==> src/rtl/pic_prog_pkg.sv <==
package pic_prog_pkg;
  typedef enum logic [1:0] {SEQ_IDLE, SEQ_W2, SEQ_W3, SEQ_W4} seq_e;

  // first init word
  localparam int unsigned I1_IC4  = 0;
  localparam int unsigned I1_SNGL = 1;
  localparam int unsigned I1_INIT = 4;
  // fourth init word
  localparam int unsigned I4_UPM  = 0;
  localparam int unsigned I4_AEOI = 1;
  localparam int unsigned I4_SFNM = 4;
  // operation word selector
  localparam int unsigned OC_SEL3 = 3;
  // third operation word
  localparam int unsigned O3_RIS  = 0;
  localparam int unsigned O3_RR   = 1;
  localparam int unsigned O3_POLL = 2;
  localparam int unsigned O3_SMM  = 5;
  localparam int unsigned O3_ESMM = 6;
  // second operation word
  localparam int unsigned O2_EOI  = 5;
  localparam int unsigned O2_SL   = 6;
  localparam int unsigned O2_ROT  = 7;
endpackage

==> src/rtl/pic_init_seq.sv <==
module pic_init_seq
  import pic_prog_pkg::*;
#(
  parameter int unsigned NUM_PINS  = 8,
  parameter bit          IS_MASTER = 1'b1
) (
  input  logic                clk_i,
  input  logic                rst_ni,
  input  logic                icw1_wr_i,
  input  logic                a1_wr_i,
  input  logic [NUM_PINS-1:0] wdata_i,
  output logic                ready_o,
  output logic                in_seq_o,
  output logic [NUM_PINS-1:0] vec_base_o,
  output logic                aeoi_o,
  output logic                sfn_o
);
  localparam int unsigned PIN_W = $clog2(NUM_PINS);
  localparam logic [NUM_PINS-1:0] BASE_MASK = {{(NUM_PINS-PIN_W){1'b1}}, {PIN_W{1'b0}}};

  seq_e seq_q;
  logic sfn_req;

  generate
    if (IS_MASTER) begin : g_master
      assign sfn_req = wdata_i[I4_SFNM];
    end else begin : g_slave
      assign sfn_req = 1'b0;
    end
  endgenerate

  always_ff @(posedge clk_i or negedge rst_ni) begin
    if (!rst_ni) begin
      seq_q      <= SEQ_IDLE;
      ready_o    <= 1'b0;
      vec_base_o <= '0;
      aeoi_o     <= 1'b0;
      sfn_o      <= 1'b0;
    end else if (icw1_wr_i) begin
      ready_o <= 1'b0;
      seq_q   <= (wdata_i[I1_SNGL] || !wdata_i[I1_IC4]) ? SEQ_IDLE : SEQ_W2;
    end else if (a1_wr_i) begin
      case (seq_q)
        SEQ_W2: begin
          vec_base_o <= wdata_i & BASE_MASK;
          seq_q      <= SEQ_W3;
        end
        SEQ_W3: seq_q <= SEQ_W4;
        SEQ_W4: begin
          // unsupported processor mode: stay here and await a retry
          if (wdata_i[I4_UPM]) begin
            aeoi_o  <= wdata_i[I4_AEOI];
            sfn_o   <= sfn_req;
            ready_o <= 1'b1;
            seq_q   <= SEQ_IDLE;
          end
        end
        default: ;
      endcase
    end
  end

  assign in_seq_o = (seq_q != SEQ_IDLE);
endmodule

==> src/rtl/pic_ocw_dec.sv <==
module pic_ocw_dec
  import pic_prog_pkg::*;
#(
  parameter int unsigned NUM_PINS = 8
) (
  input  logic                       clk_i,
  input  logic                       rst_ni,
  input  logic                       icw1_wr_i,
  input  logic                       ocw_wr_i,
  input  logic                       mask_wr_i,
  input  logic                       rd_i,
  input  logic [NUM_PINS-1:0]        wdata_i,
  output logic [NUM_PINS-1:0]        mask_o,
  output logic                       smm_o,
  output logic                       rd_isr_o,
  output logic                       poll_o,
  output logic                       ocw2_stb_o,
  output logic                       ocw2_rot_o,
  output logic                       ocw2_sl_o,
  output logic                       ocw2_eoi_o,
  output logic [$clog2(NUM_PINS)-1:0] ocw2_lvl_o
);
  localparam int unsigned PIN_W = $clog2(NUM_PINS);

  logic ocw3_wr;
  assign ocw3_wr    = ocw_wr_i &  wdata_i[OC_SEL3];
  assign ocw2_stb_o = ocw_wr_i & ~wdata_i[OC_SEL3];
  assign ocw2_rot_o = wdata_i[O2_ROT];
  assign ocw2_sl_o  = wdata_i[O2_SL];
  assign ocw2_eoi_o = wdata_i[O2_EOI];
  assign ocw2_lvl_o = wdata_i[PIN_W-1:0];

  always_ff @(posedge clk_i or negedge rst_ni) begin
    if (!rst_ni) begin
      mask_o <= '0;
    end else if (icw1_wr_i) begin
      mask_o <= '0;
    end else if (mask_wr_i) begin
      mask_o <= wdata_i;
    end
  end

  always_ff @(posedge clk_i or negedge rst_ni) begin
    if (!rst_ni) begin
      smm_o    <= 1'b0;
      rd_isr_o <= 1'b0;
      poll_o   <= 1'b0;
    end else if (icw1_wr_i) begin
      smm_o    <= 1'b0;
      rd_isr_o <= 1'b0;
      poll_o   <= 1'b0;
    end else begin
      if (rd_i && poll_o) poll_o <= 1'b0;
      if (ocw3_wr) begin
        if (wdata_i[O3_ESMM]) smm_o <= wdata_i[O3_SMM];
        if (wdata_i[O3_RR]) begin
          rd_isr_o <= wdata_i[O3_RIS];
          poll_o   <= wdata_i[O3_POLL];
        end
      end
    end
  end
endmodule

==> src/rtl/pic_rd_mux.sv <==
module pic_rd_mux #(
  parameter int unsigned NUM_PINS = 8
) (
  input  logic                        addr_i,
  input  logic                        rd_i,
  input  logic                        poll_i,
  input  logic                        rd_isr_i,
  input  logic [NUM_PINS-1:0]         mask_i,
  input  logic [NUM_PINS-1:0]         irr_i,
  input  logic [NUM_PINS-1:0]         isr_i,
  input  logic                        win_valid_i,
  input  logic [$clog2(NUM_PINS)-1:0] win_pin_i,
  output logic [NUM_PINS-1:0]         rdata_o,
  output logic                        ack_o
);
  localparam int unsigned PIN_W = $clog2(NUM_PINS);

  always_comb begin
    if (poll_i) begin
      rdata_o = win_valid_i ? {1'b1, {(NUM_PINS-1-PIN_W){1'b0}}, win_pin_i} : '0;
    end else if (addr_i) begin
      rdata_o = mask_i;
    end else begin
      rdata_o = rd_isr_i ? isr_i : irr_i;
    end
  end

  assign ack_o = rd_i & poll_i & win_valid_i;
endmodule

==> src/rtl/pic_prog_if.sv <==
module pic_prog_if
  import pic_prog_pkg::*;
#(
  parameter bit IS_MASTER = 1'b1
) (
  input  logic       clk_i,
  input  logic       rst_ni,
  input  logic       addr_i,
  input  logic       wr_i,
  input  logic       rd_i,
  input  logic [7:0] wdata_i,
  output logic [7:0] rdata_o,
  input  logic [7:0] irr_i,
  input  logic [7:0] isr_i,
  input  logic       win_valid_i,
  input  logic [2:0] win_pin_i,
  output logic       ack_o,
  output logic [2:0] ack_pin_o,
  output logic       ready_o,
  output logic       init_o,
  output logic [7:0] mask_o,
  output logic [7:0] vec_base_o,
  output logic       aeoi_o,
  output logic       sfn_o,
  output logic       smm_o,
  output logic       ocw2_stb_o,
  output logic       ocw2_rot_o,
  output logic       ocw2_sl_o,
  output logic       ocw2_eoi_o,
  output logic [2:0] ocw2_lvl_o
);
  localparam int unsigned NUM_PINS = 8;

  logic a1_wr, icw1_wr, ocw_wr, in_seq, rd_isr, poll;

  assign a1_wr   = wr_i &  addr_i;
  assign icw1_wr = wr_i & ~addr_i &  wdata_i[I1_INIT];
  assign ocw_wr  = wr_i & ~addr_i & ~wdata_i[I1_INIT] & ready_o;
  assign init_o  = icw1_wr;

  pic_init_seq #(.NUM_PINS(NUM_PINS), .IS_MASTER(IS_MASTER)) u_seq (
    .clk_i      (clk_i),
    .rst_ni     (rst_ni),
    .icw1_wr_i  (icw1_wr),
    .a1_wr_i    (a1_wr),
    .wdata_i    (wdata_i),
    .ready_o    (ready_o),
    .in_seq_o   (in_seq),
    .vec_base_o (vec_base_o),
    .aeoi_o     (aeoi_o),
    .sfn_o      (sfn_o)
  );

  pic_ocw_dec #(.NUM_PINS(NUM_PINS)) u_dec (
    .clk_i      (clk_i),
    .rst_ni     (rst_ni),
    .icw1_wr_i  (icw1_wr),
    .ocw_wr_i   (ocw_wr),
    .mask_wr_i  (a1_wr & ~in_seq),
    .rd_i       (rd_i),
    .wdata_i    (wdata_i),
    .mask_o     (mask_o),
    .smm_o      (smm_o),
    .rd_isr_o   (rd_isr),
    .poll_o     (poll),
    .ocw2_stb_o (ocw2_stb_o),
    .ocw2_rot_o (ocw2_rot_o),
    .ocw2_sl_o  (ocw2_sl_o),
    .ocw2_eoi_o (ocw2_eoi_o),
    .ocw2_lvl_o (ocw2_lvl_o)
  );

  pic_rd_mux #(.NUM_PINS(NUM_PINS)) u_rd (
    .addr_i      (addr_i),
    .rd_i        (rd_i),
    .poll_i      (poll),
    .rd_isr_i    (rd_isr),
    .mask_i      (mask_o),
    .irr_i       (irr_i),
    .isr_i       (isr_i),
    .win_valid_i (win_valid_i),
    .win_pin_i   (win_pin_i),
    .rdata_o     (rdata_o),
    .ack_o       (ack_o)
  );

  assign ack_pin_o = win_pin_i;
endmodule

==> config.mk <==
export PLATFORM = sky130hd
export DESIGN_NAME = pic_prog_if
export DESIGN_NICKNAME = d
export VERILOG_FILES = /design/src/rtl/pic_prog_pkg.sv /design/src/rtl/pic_init_seq.sv /design/src/rtl/pic_ocw_dec.sv /design/src/rtl/pic_rd_mux.sv /design/src/rtl/pic_prog_if.sv
export SDC_FILE = /design/constraint.sdc
export NUM_CORES = 1
export LEC_CHECK = 0
export ABC_AREA = 1
export BUFFER_PORTS_ARGS = -buffer_cell sky130_fd_sc_hd__buf_2
export CAP_MARGIN = 20
export CORE_ASPECT_RATIO = 0.9
export CORE_MARGIN = 4
export CORE_UTILIZATION = 45
export DETAILED_ROUTE_END_ITERATION = 8
export PLACE_DENSITY = 0.79
export SLEW_MARGIN = 20
export SYNTH_ARGS = -nofsm -noshare
export SYNTH_HDL_FRONTEND = slang
export SYNTH_HIERARCHICAL = 1
export SYNTH_SLANG_ARGS = --single-unit
==> constraint.sdc <==
create_clock -name clk_i -period 1.8 [get_ports clk_i]
set_clock_uncertainty 0.05 [all_clocks]
set_input_delay 0 -clock clk_i [delete_from_list [all_inputs] [get_ports clk_i]]
set_output_delay 0 -clock clk_i [all_outputs]
set_load 0.005 [all_outputs]
Word-level counts from Yosys, hierarchy flattened

Index checks and enable logic that the tools add are counted.

Output and inout port bits: 40
Register bits after elaboration: 21
Logic and storage cells: 71
Input port bits: 33

Equal/unequal tests: 4
Muxes and demuxes: 25
Bitwise logic cells: 15
Reductions and logical operators: 18

Operators by type and width:

| cell               | count |
|---|---|
| $mux 8             | 6 |
| $reduce_bool 2->1  | 8 |
| $mux 1             | 15 |
| $and 1x1->1        | 10 |
| $reduce_and 3->1   | 3 |
| $mux 2             | 3 |
| $pmux 2 s3         | 1 |
| $not 1->1          | 5 |
| $eq 2x2->1 const B | 2 |
| $reduce_and 2->1   | 2 |
| $reduce_and 4->1   | 1 |
| $reduce_bool 4->1  | 1 |
| $ne 3x3->1 const B | 1 |
| $eq 2x1->1 const B | 1 |
| $logic_and 1x1->1  | 1 |
| $logic_not 1->1    | 1 |
| $logic_or 1x1->1   | 1 |

Logic depth before layout (Yosys ltp)

Depth after elaboration: 7
Gate-level depth with buffers: 9
Depth with buffers taken out: 8

Modules after synthesis

Netlist, hierarchy kept.

Modules (own cells, without submodules):

| module       | area each (um^2) | times used | seq. area each (um^2) | cells each |
|---|---|---|---|---|
| pic_ocw_dec  | 590.6            | 1          | 275.3                 | 68 |
| pic_init_seq | 506.7            | 1          | 250.2                 | 58 |
| pic_rd_mux   | 287.8            | 1          | 0.0                   | 68 |
| pic_prog_if  | 61.3             | 1          | 0.0                   | 12 |

Least setup slack after synthesis

OpenSTA, ideal clock, no wires.

Kind: reg2reg
From: register u_seq.seq_q[0]
To: register u_dec.mask_o[0]
Slack: 499 ps
Data arrival time: 1177 ps
Period minus slack after synthesis: 1301 ps
Required time: 1676 ps
Path buffers: 2
Setup time: 74 ps
Cell stages (with the launch flop): 8
Cell sequence: dfrtp_1 > inv_1 > nand2_1 > nor2_1 > buf_6 > or2_1 > buf_6 > o21ai_2

Longest elaborated chain between the ends: 4

Ends and longest elaborated chain:

| element                     | RTL line           | text |
|---|---|---|
| from (decl)                 | pic_init_seq.sv:21 | `seq_e seq_q;` |
| from (signal assigned)      | pic_init_seq.sv:41 | `seq_q <= (wdata_i[I1_SNGL] \|\| !wdata_i[I1_IC4]) ? SEQ_IDLE : SEQ_W2;` |
| $reduce_bool 2->1           | pic_init_seq.sv:63 | `assign in_seq_o = (seq_q != SEQ_IDLE);` |
| net in_seq                  | pic_prog_if.sv:34  | `logic a1_wr, icw1_wr, ocw_wr, in_seq, rd_isr, poll;` |
| $not 1->1                   | pic_prog_if.sv:59  | `.mask_wr_i (a1_wr & ~in_seq),` |
| $and 1x1->1                 | pic_prog_if.sv:59  |  |
| $reduce_bool 2->1 (no line) | -                  |  |
| to (signal assigned)        | pic_ocw_dec.sv:39  | `mask_o <= wdata_i;` |
| to (decl)                   | pic_ocw_dec.sv:13  | `output logic [NUM_PINS-1:0] mask_o,` |

The timed path passes the listed nets, and every way through them passes these cells.
A chain may end at the register's enable or synchronous reset.

Worst setup path after layout

From: input wdata_i[4]
To: register u_dec.poll_o

Longest elaborated chain between the ends: 6
Elaborated cells between the ends (all ways): 7
Classes of those cells: mux: 2; bitwise: 5

Ends and longest elaborated chain:

| element                  | RTL line          | text |
|---|---|---|
| from (decl)              | pic_prog_if.sv:11 | `input logic [7:0] wdata_i,` |
| $not 1->1                | pic_prog_if.sv:38 | `assign ocw_wr = wr_i & ~addr_i & ~wdata_i[I1_INIT] & ready_o;` |
| $and 1x1->1 (2 in a row) | pic_prog_if.sv:38 |  |
| net ocw_wr               | pic_prog_if.sv:34 |  |
| $and 1x1->1              | pic_ocw_dec.sv:26 | `assign ocw3_wr = ocw_wr_i & wdata_i[OC_SEL3];` |
| $mux 1                   | pic_ocw_dec.sv:54 | `if (ocw3_wr) begin` |
| $mux 1                   | pic_ocw_dec.sv:48 | `end else if (icw1_wr_i) begin` |
| to (signal assigned)     | pic_ocw_dec.sv:58 | `poll_o <= wdata_i[O3_POLL];` |
| to (decl)                | pic_ocw_dec.sv:16 | `output logic poll_o,` |

The timed path passes the listed nets, and every way through them passes these cells.

==> run summary <==
Outcome: complete, no violations
Final nets: 310
Final Cell Area: 1860 um2
Mapped Cells: 206
Total clock sinks: 21
Final wirelength: 3650 um
Die Wd: 67.8 um
Setup WS pre-CTS: 0.416 ns
Dpl cell area: 1730 um2
Input/output buffers: 69
CTS tree: done
Ys Warns: 6
Maximum clock insertion buffer count: 2
Setup bufs post-CTS: 0
Final setup vio count: 0
Crit path max-delay family: buffers and inverters
# IOs: 73
Routed len/inst: 11.5 um
Worst R2R Path Depth: 7
Minimum clock period: 1.69 ns
RSZ-0062 raised after global routing: no
Leak: 1.11 nW
Tot Pwr: 1.74 mW
Max Slew Vio Count: 0
Via count: 1485
WP depth: 10
Total CTS buffers: 3
M1 WL: 1560 um
Tot GR Track Use: 18.2%
Maximum vdd ir drop: 0.390 mV
Clock transition at path regs: 0.13 ns
Critical Path RT: 2.01 ns
Slowest-stage cell, CP: dlygate4sd3_1
Post-route insts no fill: 318
Final hold vios: 0
Vias/cell: 4.67
First-pass GRT wire length: 5880 um
H-tree lvl count: 1
Full die area: 4190 um2
Mapped Area: 1450 um2
Final worst slack: 0.106 ns
Area grow syn2layout: 28.8%
Routed met3 length: 282 um
Core ar.: 3070 um2
Slowest cell delay on critical path: 0.55 ns
Residual DRC: 0
Worst hold path class: in -> async
Placed cells: 303
CTS root buffer: clkbuf_4
Period utilization: 94.1%
Largest net degree at the start of global routing: 22
Final HPWL DP: 2820 um
Die Ht: 61.8 um
Grt ovf: 0
Fmax: 0.590 GHz
DRT Pass-1 Iters: 4
Worst-path maximum fanout: 4
Share of cells above drive strength 1: 34.4%
Starting Density: 47.2%
Synth Area per Inst: 7.02 um2
Final setup TNS: 0 ns
Met2 WL: 1790 um
Max Cap Viol: 0
Worst skew pair latency: 0.31 ns
Post-DRT Antenna Nets: 0
Inserted Diodes: 0
Register area share after synthesis: 36.3%
Cell Chain, Critical Path: dlygate4sd3_1 > buf_2 > inv_1 > nand2_1 > nor2_2 > nand3_1 > o21ai_0 > nand2_1 > dlygate4sd3_1 > inv_1
Critical setup path kind: in -> reg
Critical Path AT: 1.90 ns
1st-iter DRT viols: 70
Pwr dens: 936 nW/um2
Crit path buffers/inverters: 5
Initial antenna violation count: 0
Distinct cells, synth: 22
GPL Wtd Cong: 0.795
Post-synthesis sequential element count: 21
Top layer in use: met4
Worst Setup Start Kind: input port
FP Rows: 19
Via count of the first global-routing pass: 1293
Setup crit end kind: flop
-- layout make-up --
type                    instances  area (um2)
well taps                      42        52.6
repair buffers                 82         470
fillers                       285        1200
inverters                      39         146
clock buffers                   3        22.5
flip-flops and latches         21         526
multi-input cells             130         641
clock inverters                 1        5.00
-- synth_stat cells --
library cell / number / area (um2)
or2_1: 1 / 6.26
buf_6: 3 / 33.8
conb_1: 1 / 3.75
nor2_1: 12 / 45.0
nor2_2: 3 / 18.8
buf_4: 13 / 97.6
o21ai_2: 9 / 78.8
buf_2: 2 / 10.0
nand2_1: 57 / 214
nor2_4: 1 / 11.3
inv_1: 37 / 139
nand2_2: 2 / 12.5
o21ai_1: 6 / 30.0
inv_2: 2 / 7.51
a21oi_1: 6 / 30.0
nand3_1: 24 / 120
dfrtp_1: 21 / 526
a211oi_1: 1 / 7.51
o21ai_0: 2 / 10.0
nand3b_4: 1 / 20.0
nand3_4: 1 / 17.5
o21a_1: 1 / 7.51
-- final timing paths --
kind	start	end	slack, ns
worst min-delay path	rst_ni	u_seq/vec_base_o[3]$_DFFE_PN0P_	0.11
max in group asynchronous	rst_ni	u_dec/mask_o[4]$_DFFE_PN0P_	1.26
worst max register to register	u_seq/ready_o$_DFFE_PN0P_	u_dec/poll_o$_DFF_PN0_	0.13
worst max-delay path	wdata_i[4]	u_dec/poll_o$_DFF_PN0_	0.11
min in group clk_i	wr_i	u_dec/smm_o$_DFFE_PN0P_	0.11
worst min register to register	u_seq/aeoi_o$_DFFE_PN0P_	u_seq/aeoi_o$_DFFE_PN0P_	0.45
-- per-stage QoR --
step | hold slack [ns] | utilization (%)
finish | 0.108 | 60.8
global route | 0.133 | 60.8
CTS | 0.0966 | 60.8
detailed placement | -0.0595 | 56.3
global placement | -0.0675 | 56.3
floorplan | -0.346 | -
-- flip-flops by register name, summed over array words and instances, names as in the netlist --
signal            flops
u_dec/mask_o          8
u_seq/vec_base_o      5
u_seq/seq_q           2
u_dec/poll_o          1
u_dec/rd_isr_o        1
u_dec/smm_o           1
u_seq/aeoi_o          1
u_seq/ready_o         1
u_seq/sfn_o           1
-- cells by family after synthesis --
group / share of synthesized area [%]
buffers and inverters: 19.9
DFF: 36.3
and+or+nand+nor: 32.2
other: 0.259
AOI/OAI and AO/OA: 11.3
-- cell usage in the layout, fill, tap and decap left out, drive strengths merged --
| cell type | instances |
|---|---|
| clkbuf | 3 |
| nand3 | 25 |
| nand2 | 59 |
| dlygate4sd3 | 11 |
| nor2 | 16 |
| clkinv | 1 |
| a211oi | 1 |
| o21ai | 17 |
| buf | 71 |
| inv | 39 |
| dfrtp | 21 |
| or2 | 1 |
| nand3b | 1 |
| o21a | 1 |
| conb | 3 |
| a21oi | 6 |
-- where the power goes --
| group | switching (mW) | total [mW] | leakage, nW | internal, mW |
|---|---|---|---|---|
| registers | 0.135 | 0.770 | 0.276 | 0.635 |
| clock network | 0.153 | 0.237 | 0.0177 | 0.0831 |
| logic | 0.379 | 0.736 | 0.815 | 0.357 |
-- worst register-to-register path: cells and delay by family (launching register included) --
kind,cells,cell delay (ns)
AND/OR/NAND/NOR,4,0.47
flip-flops,1,0.39
buffers and inverters,2,0.61
AO/OA/AOI/OAI,1,0.11
-- timing repair --
action                                  4_1_cts  5_1_grt
endpoints found under the setup margin        0        1
resized for setup                             0        1
hold buffers                                 11        0
endpoints found under the hold margin        40        0
-- routing by layer --
metal  GRT usage (%)  vias up
met4            2.60        0
met1            25.2      670
met2            29.8       56
li1                -      753
met3            4.32        6
met5               0        -
No activity file was read; power rests on OpenSTA's default activity.
